$ cat src/rtl/ipi_dest_pkg.sv
package ipi_dest_pkg;

    localparam int SH_W  = 3;
    localparam int FMT_W = 4;

    typedef enum logic [SH_W-1:0] {
        SH_NONE    = 3'd0,
        SH_SELF    = 3'd1,
        SH_ALL_INC = 3'd2,
        SH_ALL_EXC = 3'd3
    } shorthand_e;

    localparam logic [FMT_W-1:0] FMT_FLAT    = 4'hF;
    localparam logic [FMT_W-1:0] FMT_CLUSTER = 4'h0;

    typedef enum logic [1:0] {
        LF_FLAT,
        LF_CLUSTER,
        LF_BAD
    } log_fmt_e;

    typedef struct packed {
        logic hit;
        logic err;
    } decision_t;

endpackage

$ cat src/rtl/ipi_phys_match.sv
module ipi_phys_match #(
    parameter int ID_W = 8
) (
    input  logic [ID_W-1:0] own_id,
    input  logic [ID_W-1:0] dest_id,
    output logic            hit
);
    localparam logic [ID_W-1:0] BCAST = {ID_W{1'b1}};

    logic is_bcast;
    logic is_mine;

    always_comb begin
        is_bcast = (dest_id == BCAST);
        is_mine  = (dest_id == own_id);
        hit      = is_bcast | is_mine;
    end
endmodule

$ cat src/rtl/ipi_logical_match.sv
module ipi_logical_match
    import ipi_dest_pkg::*;
#(
    parameter int ID_W = 8
) (
    input  logic [ID_W-1:0]  log_id,
    input  logic [ID_W-1:0]  dest_id,
    input  logic [FMT_W-1:0] dest_format,
    output logic             hit,
    output logic             fmt_bad
);
    localparam int HALF_W = ID_W / 2;

    log_fmt_e        fmt_kind;
    logic            flat_hit;
    logic            clus_same;
    logic            clus_member;
    logic [ID_W-1:0] overlap;

    always_comb begin
        if (dest_format == FMT_FLAT)
            fmt_kind = LF_FLAT;
        else if (dest_format == FMT_CLUSTER)
            fmt_kind = LF_CLUSTER;
        else
            fmt_kind = LF_BAD;
    end

    always_comb begin
        overlap     = log_id & dest_id;
        flat_hit    = |overlap;
        clus_same   = (log_id[ID_W-1:HALF_W] == dest_id[ID_W-1:HALF_W]);
        clus_member = |overlap[HALF_W-1:0];
    end

    always_comb begin
        hit     = 1'b0;
        fmt_bad = 1'b0;
        unique case (fmt_kind)
            LF_FLAT:    hit = flat_hit;
            LF_CLUSTER: hit = clus_same & clus_member;
            default:    fmt_bad = 1'b1;
        endcase
    end
endmodule

$ cat src/rtl/ipi_dest_match.sv
module ipi_dest_match
    import ipi_dest_pkg::*;
#(
    parameter int ID_W         = 8,
    parameter bit REGISTER_OUT = 1'b1
) (
    input  logic             clk,
    input  logic             rst_n,
    input  logic             in_valid,
    input  logic [ID_W-1:0]  dest_id,
    input  logic             dest_logical,
    input  logic [SH_W-1:0]  shorthand,
    input  logic             src_is_self,
    input  logic [ID_W-1:0]  own_id,
    input  logic [ID_W-1:0]  log_id,
    input  logic [FMT_W-1:0] dest_format,
    output logic             out_valid,
    output logic             match,
    output logic             cfg_err
);
    localparam logic [ID_W-1:0] BCAST  = {ID_W{1'b1}};
    localparam int              HALF_W = ID_W / 2;

    logic      phys_hit;
    logic      log_hit;
    logic      log_bad;
    decision_t dec;

    ipi_phys_match #(.ID_W(ID_W)) phys_i (
        .own_id  (own_id),
        .dest_id (dest_id),
        .hit     (phys_hit)
    );

    ipi_logical_match #(.ID_W(ID_W)) logic_i (
        .log_id      (log_id),
        .dest_id     (dest_id),
        .dest_format (dest_format),
        .hit         (log_hit),
        .fmt_bad     (log_bad)
    );

    // Shorthand selects which address path decides the result.
    always_comb begin
        dec = '0;
        unique case (shorthand)
            SH_NONE: begin
                if (dest_logical) begin
                    dec.hit = log_hit;
                    dec.err = log_bad;
                end else begin
                    dec.hit = phys_hit;
                end
            end
            SH_SELF:    dec.hit = src_is_self;
            SH_ALL_INC: dec.hit = 1'b1;
            SH_ALL_EXC: dec.hit = ~src_is_self;
            default:    dec.err = 1'b1;
        endcase
    end

    generate
        if (REGISTER_OUT) begin : g_reg
            always_ff @(posedge clk or negedge rst_n) begin
                if (!rst_n) begin
                    out_valid <= 1'b0;
                    match     <= 1'b0;
                    cfg_err   <= 1'b0;
                end else begin
                    out_valid <= in_valid;
                    match     <= in_valid & dec.hit;
                    cfg_err   <= in_valid & dec.err;
                end
            end

            p_self_r1: assert property (@(posedge clk) disable iff (!rst_n)
                in_valid && shorthand == SH_SELF |=> match == $past(src_is_self));

            p_all_inc_r2: assert property (@(posedge clk) disable iff (!rst_n)
                in_valid && shorthand == SH_ALL_INC |=> match);

            p_all_exc_r3: assert property (@(posedge clk) disable iff (!rst_n)
                in_valid && shorthand == SH_ALL_EXC |=> match != $past(src_is_self));

            p_bcast_r4: assert property (@(posedge clk) disable iff (!rst_n)
                in_valid && shorthand == SH_NONE && !dest_logical && dest_id == BCAST
                |=> match);

            p_flat_miss_r5: assert property (@(posedge clk) disable iff (!rst_n)
                in_valid && shorthand == SH_NONE && dest_logical &&
                dest_format == FMT_FLAT && (log_id & dest_id) == '0 |=> !match);

            p_cluster_miss_r6: assert property (@(posedge clk) disable iff (!rst_n)
                in_valid && shorthand == SH_NONE && dest_logical &&
                dest_format == FMT_CLUSTER &&
                log_id[ID_W-1:HALF_W] != dest_id[ID_W-1:HALF_W] |=> !match);

            p_bad_fmt_r7: assert property (@(posedge clk) disable iff (!rst_n)
                in_valid && shorthand == SH_NONE && dest_logical &&
                dest_format != FMT_FLAT && dest_format != FMT_CLUSTER
                |=> cfg_err && !match);

            p_bad_sh_r8: assert property (@(posedge clk) disable iff (!rst_n)
                in_valid && shorthand > SH_ALL_EXC |=> cfg_err && !match);

            p_valid_follow_r9: assert property (@(posedge clk) disable iff (!rst_n)
                1'b1 |=> out_valid == $past(in_valid));

            p_idle_quiet_r9: assert property (@(posedge clk) disable iff (!rst_n)
                !out_valid |-> !match && !cfg_err);

            p_err_excl_r10: assert property (@(posedge clk) disable iff (!rst_n)
                !(cfg_err && match));
        end else begin : g_comb
            assign out_valid = in_valid;
            assign match     = in_valid & dec.hit;
            assign cfg_err   = in_valid & dec.err;
        end
    endgenerate
endmodule

$ cat config.mk
export PLATFORM = sky130hd
export DESIGN_NAME = ipi_dest_match
export DESIGN_NICKNAME = d
export VERILOG_FILES = /design/src/rtl/ipi_dest_pkg.sv /design/src/rtl/ipi_phys_match.sv /design/src/rtl/ipi_logical_match.sv /design/src/rtl/ipi_dest_match.sv
export SDC_FILE = /design/constraint.sdc
export NUM_CORES = 1
export LEC_CHECK = 0
export CORE_AREA = 4 4 41 43
export DETAILED_ROUTE_END_ITERATION = 8
export DIE_AREA = 0 0 45 47
export DONT_BUFFER_PORTS = 1
export GPL_ROUTABILITY_DRIVEN = 0
export SLEW_MARGIN = 0
export SYNTH_ARGS = -nofsm -noshare
export SYNTH_HDL_FRONTEND = slang
export SYNTH_SLANG_ARGS = --single-unit
$ cat constraint.sdc
create_clock -name clk -period 0.8 [get_ports clk]
set_input_delay 0.16 -clock clk [delete_from_list [all_inputs] [get_ports clk]]
set_output_delay 0.16 -clock clk [all_outputs]
set_load 0.02 [all_outputs]
# Yosys cells after proc, flatten, opt, wreduce, memory -nomap -nowiden

Index checks and enable logic that the tools add are counted.

Bits in registers: 3
Word-level logic and storage cells: 32
Output and inout bits: 3
Bits of input ports: 36

Reductions and logical operators: 7
Bitwise operators: 6
Multiplexer cells: 8
Eq/ne operators: 8

Operator list:

| kind                                                 | number |
|---|---|
| AND 8 bit                                            | 1 |
| equality test 8 bit                                  | 1 |
| equality test 8 bit (second input constant)          | 1 |
| OR reduction 8 bit                                   | 1 |
| equality test 3 x 2 -> 1 bit (second input constant) | 2 |
| equality test 4 bit                                  | 1 |
| equality test 4 bit (second input constant)          | 1 |
| zero test 4 bit                                      | 1 |
| two-way mux 2 bit                                    | 2 |
| one-hot mux 1 bit (2 select lines)                   | 2 |
| one-hot mux 1 bit (4 select lines)                   | 1 |
| OR reduction 4 bit                                   | 1 |
| AND 1 bit                                            | 3 |
| equality test 3 x 1 -> 1 bit (second input constant) | 1 |
| zero test 3 bit                                      | 1 |
| two-way mux 1 bit                                    | 3 |
| OR reduction 3 bit                                   | 1 |
| equality test 2 x 1 -> 1 bit (second input constant) | 1 |
| zero test 2 bit                                      | 1 |
| OR reduction 2 bit                                   | 1 |
| inverter 1 bit                                       | 1 |
| OR 1 bit                                             | 1 |

# Longest topological paths before layout

Gate-level depths: netlist of the first run.

Depth after elaboration: 9
Gate-level depth with buffers: 5
Gate-level depth less buffers: 5

# By module

From an unflattened synthesis of the first run, not the netlist that was laid out.

Cell total of the unflattened synthesis: 38
Area total of the unflattened synthesis: 351.6 sq um

Modules (own cells, without submodules):

| module            | times used | sequential area each (sq um) | area each (sq um) | cells each |
|---|---|---|---|---|
| ipi_dest_match    | 1          | 75.1                         | 126.4             | 11 |
| ipi_logical_match | 1          | 0.0                          | 123.9             | 14 |
| ipi_phys_match    | 1          | 0.0                          | 101.3             | 13 |

# Worst setup path before layout of the first run

OpenSTA, ideal clock, no wires.

Path kind: input port to flip-flop
Start point: in dest_id[5]
End point: reg match
Required time: 701 ps
Library setup time: 99 ps
Path buffers: 0
Arrival time: 1452 ps
Cell stages on the path: 5
Setup slack: -751 ps
Cell sequence: ha_1 -> or4_1 -> a211oi_1 -> o2111ai_1 -> a311oi_1

Cells in the longest elaborated chain, start to end: 6
Elaborated cells on any way between the ends: 11
Classes of those cells: eq/ne (3); mux (3); bitwise (4); reduce/logical (1)

Ends and longest elaborated chain:

| item                                             | RTL line                                         | RTL |
|---|---|---|
| start, declared                                  | ipi_dest_match.sv:10                             | `input logic [ID_W-1:0] dest_id,` |
| equality test 4 bit or AND 8 bit (tied branches) | ipi_logical_match.sv:32, ipi_logical_match.sv:30 |  |
| AND 1 bit or OR reduction 8 bit (tied branches)  | ipi_logical_match.sv:41, ipi_logical_match.sv:31 |  |
| one-hot mux 1 bit (2 select lines)               | ipi_logical_match.sv:39                          | `unique case (fmt_kind)` |
| two-way mux 1 bit *                              | ipi_dest_match.sv:48                             | `if (dest_logical) begin` |
| one-hot mux 1 bit (4 select lines) *             | ipi_dest_match.sv:46                             | `unique case (shorthand)` |
| AND 1 bit *                                      | ipi_dest_match.sv:71                             | `match <= in_valid & dec.hit;` |
| end signal, assigned                             | ipi_dest_match.sv:71                             |  |
| end, declared                                    | ipi_dest_match.sv:18                             | `output logic match,` |

Every way passes the cells marked *; elsewhere a longest branch is shown, timed or not.

# Final worst setup path of the first run

Start point: in log_id[5]
End point: reg match

Cells in the longest elaborated chain, start to end: 6
Elaborated cells on any way between the ends: 8
Classes of those cells: eq/ne (1); mux (3); bitwise (3); reduce/logical (1)

Ends and longest elaborated chain:

| item                                             | RTL line                                         | RTL |
|---|---|---|
| start, declared                                  | ipi_dest_match.sv:15                             | `input logic [ID_W-1:0] log_id,` |
| equality test 4 bit or AND 8 bit (tied branches) | ipi_logical_match.sv:32, ipi_logical_match.sv:30 |  |
| AND 1 bit or OR reduction 8 bit (tied branches)  | ipi_logical_match.sv:41, ipi_logical_match.sv:31 |  |
| one-hot mux 1 bit (2 select lines) *             | ipi_logical_match.sv:39                          |  |
| two-way mux 1 bit *                              | ipi_dest_match.sv:48                             |  |
| one-hot mux 1 bit (4 select lines) *             | ipi_dest_match.sv:46                             |  |
| AND 1 bit *                                      | ipi_dest_match.sv:71                             |  |

Marked as above.

==> results of run 1 <==
[logic make-up (layout without fill, tap and decap cells)]
kind of cell               after synthesis  in the layout  share of synthesized area
adders and majority gates                4              4                      0.143
AOI/OAI and AO/OA                        7              7                      0.158
and+or+nand+nor                         14             14                      0.247
xor gates and xnor gates                 9              9                      0.226
DFF                                      3              3                      0.215
buffers and inverters                    1              7                     0.0107
[routing by layer]
layer	track usage	wire (µm)
met3	0.0383	173
met5	0	0
met2	0.147	427
met1	0.124	408
met4	0.0526	0
[cell type report]
| cell class | count | share of cell area |
|---|---|---|
| Clock buffer | 4 | 0.0571 |
| Tap cell | 15 | 0.0408 |
| Sequential cell | 3 | 0.163 |
| Inverter | 1 | 0.00815 |
| Timing Repair Buffer | 2 | 0.0435 |
| Multi-Input combinational cell | 34 | 0.688 |
[flip-flops by register name, indices dropped and copies added, names as in the netlist]
name / count
out_valid: 1
match: 1
cfg_err: 1
[final timing paths]
check	start	end	slack, ns	depth (start not counted)
min in group asynchronous	rst_n	cfg_err	0.18	1
setup / recovery	log_id[5]	match	-0.52	5
max in group asynchronous	rst_n	match	0.47	1
hold / removal	shorthand[2]	match	0.005	1
[per-stage QoR]
stage               cells  worst slack, ns  TNS (ns)
floorplan              38           -0.734     -1.03
global placement       53           -0.792     -1.15
detailed placement     53           -0.850     -1.20
CTS                    59           -0.545    -0.741
global route           59           -0.608    -0.856
finish                 59           -0.516    -0.673
[worst max-delay path, cell delays in order]
cell	delay, ns
ha_4	0.21
or4_4	0.52
a211oi_2	0.15
o2111ai_1	0.12
a311oi_1	0.28
[report_power, final]
part	internal [mW]	total, mW	leakage (nW)	switching, mW
registers	0.161	0.175	0.0379	0.0136
clock network	0.187	0.259	0.0150	0.0727
logic	0.0733	0.119	0.0918	0.0453
[cells in the final DEF, fill, tap and decap left out, types with 2 or more instances in the layout]
| master | instances |
|---|---|
| nor2_1 | 2 |
| nand4_1 | 5 |
| dfrtp_1 | 3 |
| xnor2_1 | 8 |
| a22oi_1 | 2 |
| clkbuf_4 | 3 |
| dlygate4sd3_1 | 2 |
| ha_4 | 3 |
[what timing repair did]
action	CTS	global route
gates cloned	0	0
endpoints found under the setup margin	5	5
gates resized for setup	4	0
pin swaps	1	0
endpoints found under the hold margin	4	1
==> metrics.txt, run 1 <==
Synth area leader dfrtp_1; Post-CTS Setup Bufs 0; CTS sink cnt 3; CTS root buffer clkbuf_4; Post-DP HPWL slightly below 900 µm; largest net degree at the start of global routing 4; Worst-Margin Slew 0.309 ns; clock slew at reported path FFs approximately 0.03 ns; Synth Flop Type dfrtp_1; critical path type in2reg; max-cap viol count 0; DP Area between 300 and 400 µm²; number of global-route vias before repair 400; DRT iter0 DRCs 0; router iterations before antenna repair 1; synth top area cells dfrtp_1 22%, xnor2_1 20%, ha_1 14%; post-route cell area approximately 460 µm²; Die X-Extent roughly 45 µm; Post-Route WL 1010 µm; Worst setup SP type input pin; CTS Buf Count 3; setup ws final -0.516 ns; RSZ-0062 raised after global routing true; layout cell share with drive strength beyond 1 0.205; Starting Density 0.268; final hold vios 0; Slew Limit Fails 0; top cell type's share of synthesized area 0.215; htree depth 1; Routed Antenna Nets 0; synth cell count leaders 8 x xnor2_1, 5 x nand4_1, 4 x ha_1, 3 x dfrtp_1; Synth async-reset ratio 1.00; Crit path required time 0.92 ns; Final Power between 0.5 and 0.6 mW; area of the multi-input gates 317 µm²; number of synthesized flops with an enable pin 0; Synth Net Count 78; Hold Path Class in2reg; ANT cells 0; WL/cell 17.1 µm; io pins 39; number of port buffers 0; endpoint class of the critical path register; antenna violations before repair 0; f_max around 760 MHz; arrival time at the worst endpoint 1.44 ns; Max FO, Critical Path 1; CTS tree done; Area growth syn-to-layout 31.9%; Nets 85; hold buffer count at CTS 2; vias approximately 330; CTS Buffer Depth 2; row count 13; drc violations 0; Max transition margin 0.794; sequential-to-total area share from yosys stat 0.215; Synth warnings 0; Avg Vias per Cell around 5.5; status complete, but fails checks; CORE AREA between 1000 and 1500 µm²; hold_ws roughly 0.0048 ns; Avg Cell Area, Syn 9.19 µm²; Fill cells roughly 140; Cell Area, Synth around 350 µm²; synthesized netlist cell count 38; final setup fails 5; Final Cycle Share 1.64; first-pass GRT wire length 1520 µm; VDD IR max about 0.00023 V; pwr dens roughly 1200 nW/µm²; GRT Util Overall 0.0994; failing checks setup timing; post-layout minimum cycle time about 1.3 ns; DIE HEIGHT 47 µm; #FFs+latches synth 3; total gr overflow 0; FF+latch area between 70 and 80 µm²; LEAKAGE about 0.14 nW; cell with the most instances after synthesis xnor2_1; Yosys cell types 19; die area about 2100 µm²; final core area utilization 0.354
No activity file was read; power rests on OpenSTA's default activity.
==> run 2, diff against run 1 <==
--- a/config.mk
+++ b/config.mk
@@ -10,7 +10,8 @@
 export DIE_AREA = 0 0 45 47
 export DONT_BUFFER_PORTS = 1
 export GPL_ROUTABILITY_DRIVEN = 0
-export SLEW_MARGIN = 0
+export SKIP_CTS_REPAIR_TIMING = 1
+export SLEW_MARGIN = 20
 export SYNTH_ARGS = -nofsm -noshare
 export SYNTH_HDL_FRONTEND = slang
 export SYNTH_SLANG_ARGS = --single-unit
==> run 2 against run 1 <==
- the run still ends with setup timing left
- critical path depth stayed put
- total power hardly changed
- die area stayed put
- critical endpoint unchanged
- largest cell class unchanged
- largest power group unchanged
- highest routed layer unchanged
==> metrics.txt, run 2 (synthesized netlist as in run 1, its figures left out) <==
Crit path required time 0.92 ns; VDD IR max between 0.0002 and 0.00025 V; clock slew at reported path FFs 0.03 ns; Hold Path Stages 1; Hold Path Class in2reg; die area around 2100 µm²; pwr dens between 1000 and 1500 nW/µm²; worst path bufs/invs 0; f_max between 700 and 800 MHz; crit path cell chain ha_4, or4_4, a211oi_2, o2111ai_1, a311oi_1; Worst-Margin Slew 0.309 ns; min-delay src shorthand[2]; Max transition margin 0.794; layout cell share with drive strength beyond 1 0.205; WL/cell roughly 17 µm; Worst setup SP type input pin; arrival time at the worst endpoint 1.51 ns; Routed Antenna Nets 0; Largest regs cfg_err x1, match x1, out_valid x1; total gr overflow 0; Slowest cell on crit path or4_4; number of global-route vias before repair ~380; Crit path largest cell delay 0.52 ns; endpoint class of the critical path register; DRT iter0 DRCs 0; io pins 39; Avg Vias per Cell 5.58; Die X-Extent around 45 µm; number of port buffers 0; DIE HEIGHT between 40 and 50 µm; commonest cells after routing, fill and taps aside 8 x xnor2_1, 5 x nand4_1, 3 x ha_4, 3 x dfrtp_1, 3 x clkbuf_4; Max FO, Critical Path 1; CORE AREA ~1300 µm²; Slew Limit Fails 0; antenna violations before repair 0; RSZ-0062 raised after global routing true; LEAKAGE 0.145 nW; TNS Setup -0.749 ns; status complete, but fails checks; ANT cells 0; critical path type in2reg; max-cap viol count 0; drc violations 0; CTS sink cnt 3; Starting Density 0.268; post-layout minimum cycle time around 1.4 ns; row count 13; Area growth syn-to-layout 31.9%; dpl ws -0.850 ns; CP delay by family, top compound AO/OA/AOI/OAI gates; Post-DP HPWL 868 µm; CTS Buf Count 3; Final Cycle Share 1.74; Final Power about 0.55 mW; first-pass GRT wire length roughly 1400 µm; Nets 85; CTS Buffer Depth 2; htree depth 1; Post-Route WL 1010 µm; setup ws final -0.591 ns; vias around 330; final hold vios 0; Placed Cells incl. Taps 53; final setup fails 5; failing checks setup timing; largest net degree at the start of global routing 4; CTS root buffer clkbuf_4; most common cell after layout, fill and taps aside xnor2_1; router iterations before antenna repair 1; CTS tree done; GRT Util Overall 0.0923; Worst Hold End match; Final Non-Filler Cells approximately 60
run 2: worst max-delay path by stage:
stage               startpoint    end  slack [ns]  cells after the start
global route         log_id[4]  match       -0.68                      5
detailed placement  dest_id[5]  match       -0.85                      5
CTS                 dest_id[5]  match       -0.61                      5
floorplan           dest_id[5]  match       -0.73                      5
finish               log_id[4]  match       -0.59                      5
global placement    dest_id[5]  match       -0.79                      5
run 2: routing by layer:
metal	vias to the layer above	part of all wire	track usage	wire, µm
li1	166	-	-	-
met1	135	0.39	0.122	398
met2	28	0.43	0.133	433
met3	0	0.18	0.0268	178
met4	0	0	0.0526	0
met5	-	0	0	0
run 2: cell type report:
class | count | area [µm²]
timing repair buffer | 2 | 20.0
sequential | 3 | 75.1
clock buffer | 4 | 26.3
tap | 15 | 18.8
fill | 144 | 841
multi-input combinational | 34 | 317
inverter | 1 | 3.75
run 2: per-stage QoR:
step	hold WS, ns	util	instance area (µm²)
global route	-0.00269	0.354	460
global placement	-0.136	0.287	373
floorplan	-0.136	-	354
detailed placement	-0.136	0.287	373
finish	0.00481	0.354	460
CTS	-0.383	0.307	399
run 2: power breakdown:
part	leakage, nW	switching [mW]	internal, mW	total, mW
sequential	0.0379	0.0136	0.161	0.175
clock	0.0150	0.0727	0.187	0.259
combinational	0.0918	0.0453	0.0734	0.119
total	0.145	0.132	0.421	0.552
==> run 3, diff against run 2 <==
--- a/config.mk
+++ b/config.mk
@@ -10,6 +10,7 @@
 export DIE_AREA = 0 0 45 47
 export DONT_BUFFER_PORTS = 1
 export GPL_ROUTABILITY_DRIVEN = 0
+export PLACE_DENSITY_LB_ADDON = 0.12
 export SKIP_CTS_REPAIR_TIMING = 1
 export SLEW_MARGIN = 20
 export SYNTH_ARGS = -nofsm -noshare
==> run 3 against run 2 <==
- the flow finishes with violations (hold timing, setup timing)
- largest power group unchanged
- via count grew 8.8%
- clock power up 3%
- global-route usage increased by 1.7 points
- clock-buffer cell count unchanged
==> metrics.txt, run 3 (synthesized netlist as in run 1, its figures left out) <==
final hold vios 1; TNS Setup -0.809 ns; critical path type in2reg; Crit path largest cell delay around 0.53 ns; max-cap viol count 0; router iterations before antenna repair 3; hold_ws -0.00101 ns; status complete, but fails checks; most common cell after layout, fill and taps aside xnor2_1; ANT cells 0; Routed Antenna Nets 0; Max transition margin 0.804; htree depth 1; setup ws final -0.618 ns; number of global-route vias before repair roughly 400; largest net degree at the start of global routing 4; GRT Util Overall 0.109; CTS Buf Count 3; DRT iter0 DRCs 3; Worst setup SP type input pin; total gr overflow 0; min-delay src shorthand[2]; CTS Buffer Depth 2; die area about 2100 µm²; drc violations 0; first-pass GRT wire length 1570 µm; vias 358; final setup fails 5; failing checks hold timing, setup timing; commonest cells after routing, fill and taps aside 8 x xnor2_1, 5 x nand4_1, 3 x ha_4, 3 x dfrtp_1, 3 x clkbuf_4; CTS tree done; number of port buffers 0; post-layout minimum cycle time 1.42 ns; Worst Hold End match; Area growth syn-to-layout 31.9%; Avg Vias per Cell 6.07; pwr dens 1220 nW/µm²; Max FO, Critical Path 1; RSZ-0062 raised after global routing true; Post-DP HPWL around 900 µm; Hold Path Stages 1; Post-Route WL 1060 µm; Levels on crit path 5; worst path bufs/invs 0; layout cell share with drive strength beyond 1 0.205; Crit path required time between 0.9 and 1 ns; Die X-Extent 45 µm; Final Cycle Share 1.77; crit path cell chain ha_4, or4_4, a211oi_2, o2111ai_1, a311oi_1; CTS sink cnt 3; CORE AREA roughly 1300 µm²; row count 13; CP delay by family, top compound AO/OA/AOI/OAI gates; antenna violations before repair 0; Slew Limit Fails 0; CTS root buffer clkbuf_4; arrival time at the worst endpoint approximately 1.6 ns; Starting Density 0.268; Hold Path Class in2reg; f_max between 700 and 800 MHz; Largest regs cfg_err x1, match x1, out_valid x1; endpoint class of the critical path register; WL/cell approximately 18 µm; Slowest cell on crit path or4_4; Nets 85; LEAKAGE 0.145 nW; dpl ws -0.854 ns; DIE HEIGHT roughly 47 µm; VDD IR max around 0.00035 V; Worst-Margin Slew 0.294 ns; clock slew at reported path FFs approximately 0.040 ns; io pins 39
run 3: cell counts in the layout (fill, tap and decap cells not counted):
No cell type changed its count.
run 3: area by class of cell:
class                           instances  area, µm²
Timing Repair Buffer                    2       20.0
Multi-Input combinational cell         34        317
Sequential cell                         3       75.1
Tap cell                               15       18.8
Fill cell                             137        841
Inverter                                1       3.75
Clock buffer                            4       26.3
run 3: power breakdown:
group | total [mW] | switching, mW | internal, mW
registers | 0.175 | 0.0138 | 0.161
logic | 0.121 | 0.0455 | 0.0750
clock network | 0.268 | 0.0812 | 0.187
total | 0.563 | 0.141 | 0.423
run 3: stage by stage:
step	instances	area (µm²)	util	power, mW
global route	59	460	0.354	0.624
detailed placement	53	373	0.287	0.275
global placement	53	373	0.287	0.272
floorplan	38	354	-	0.259
CTS	57	399	0.307	0.558
finish	59	460	0.354	0.563
run 3: how the worst max path moves through the flow:
stage / startpoint / endpoint / slack, ns
finish: log_id[6] / match / -0.62
global route: log_id[6] / match / -0.65
CTS: dest_id[5] / match / -0.60
detailed placement: dest_id[5] / match / -0.85
global placement: dest_id[5] / match / -0.80
floorplan: dest_id[5] / match / -0.73
run 3: routing by layer:
metal / vias up / part of all wire / wire (µm) / global-route usage
met5: - / 0 / 0 / 0
met4: 0 / 0.032 / 34 / 0.0994
met3: 4 / 0.17 / 182 / 0.0728
met2: 35 / 0.44 / 473 / 0.172
met1: 153 / 0.35 / 374 / 0.0932
li1: 166 / - / - / -
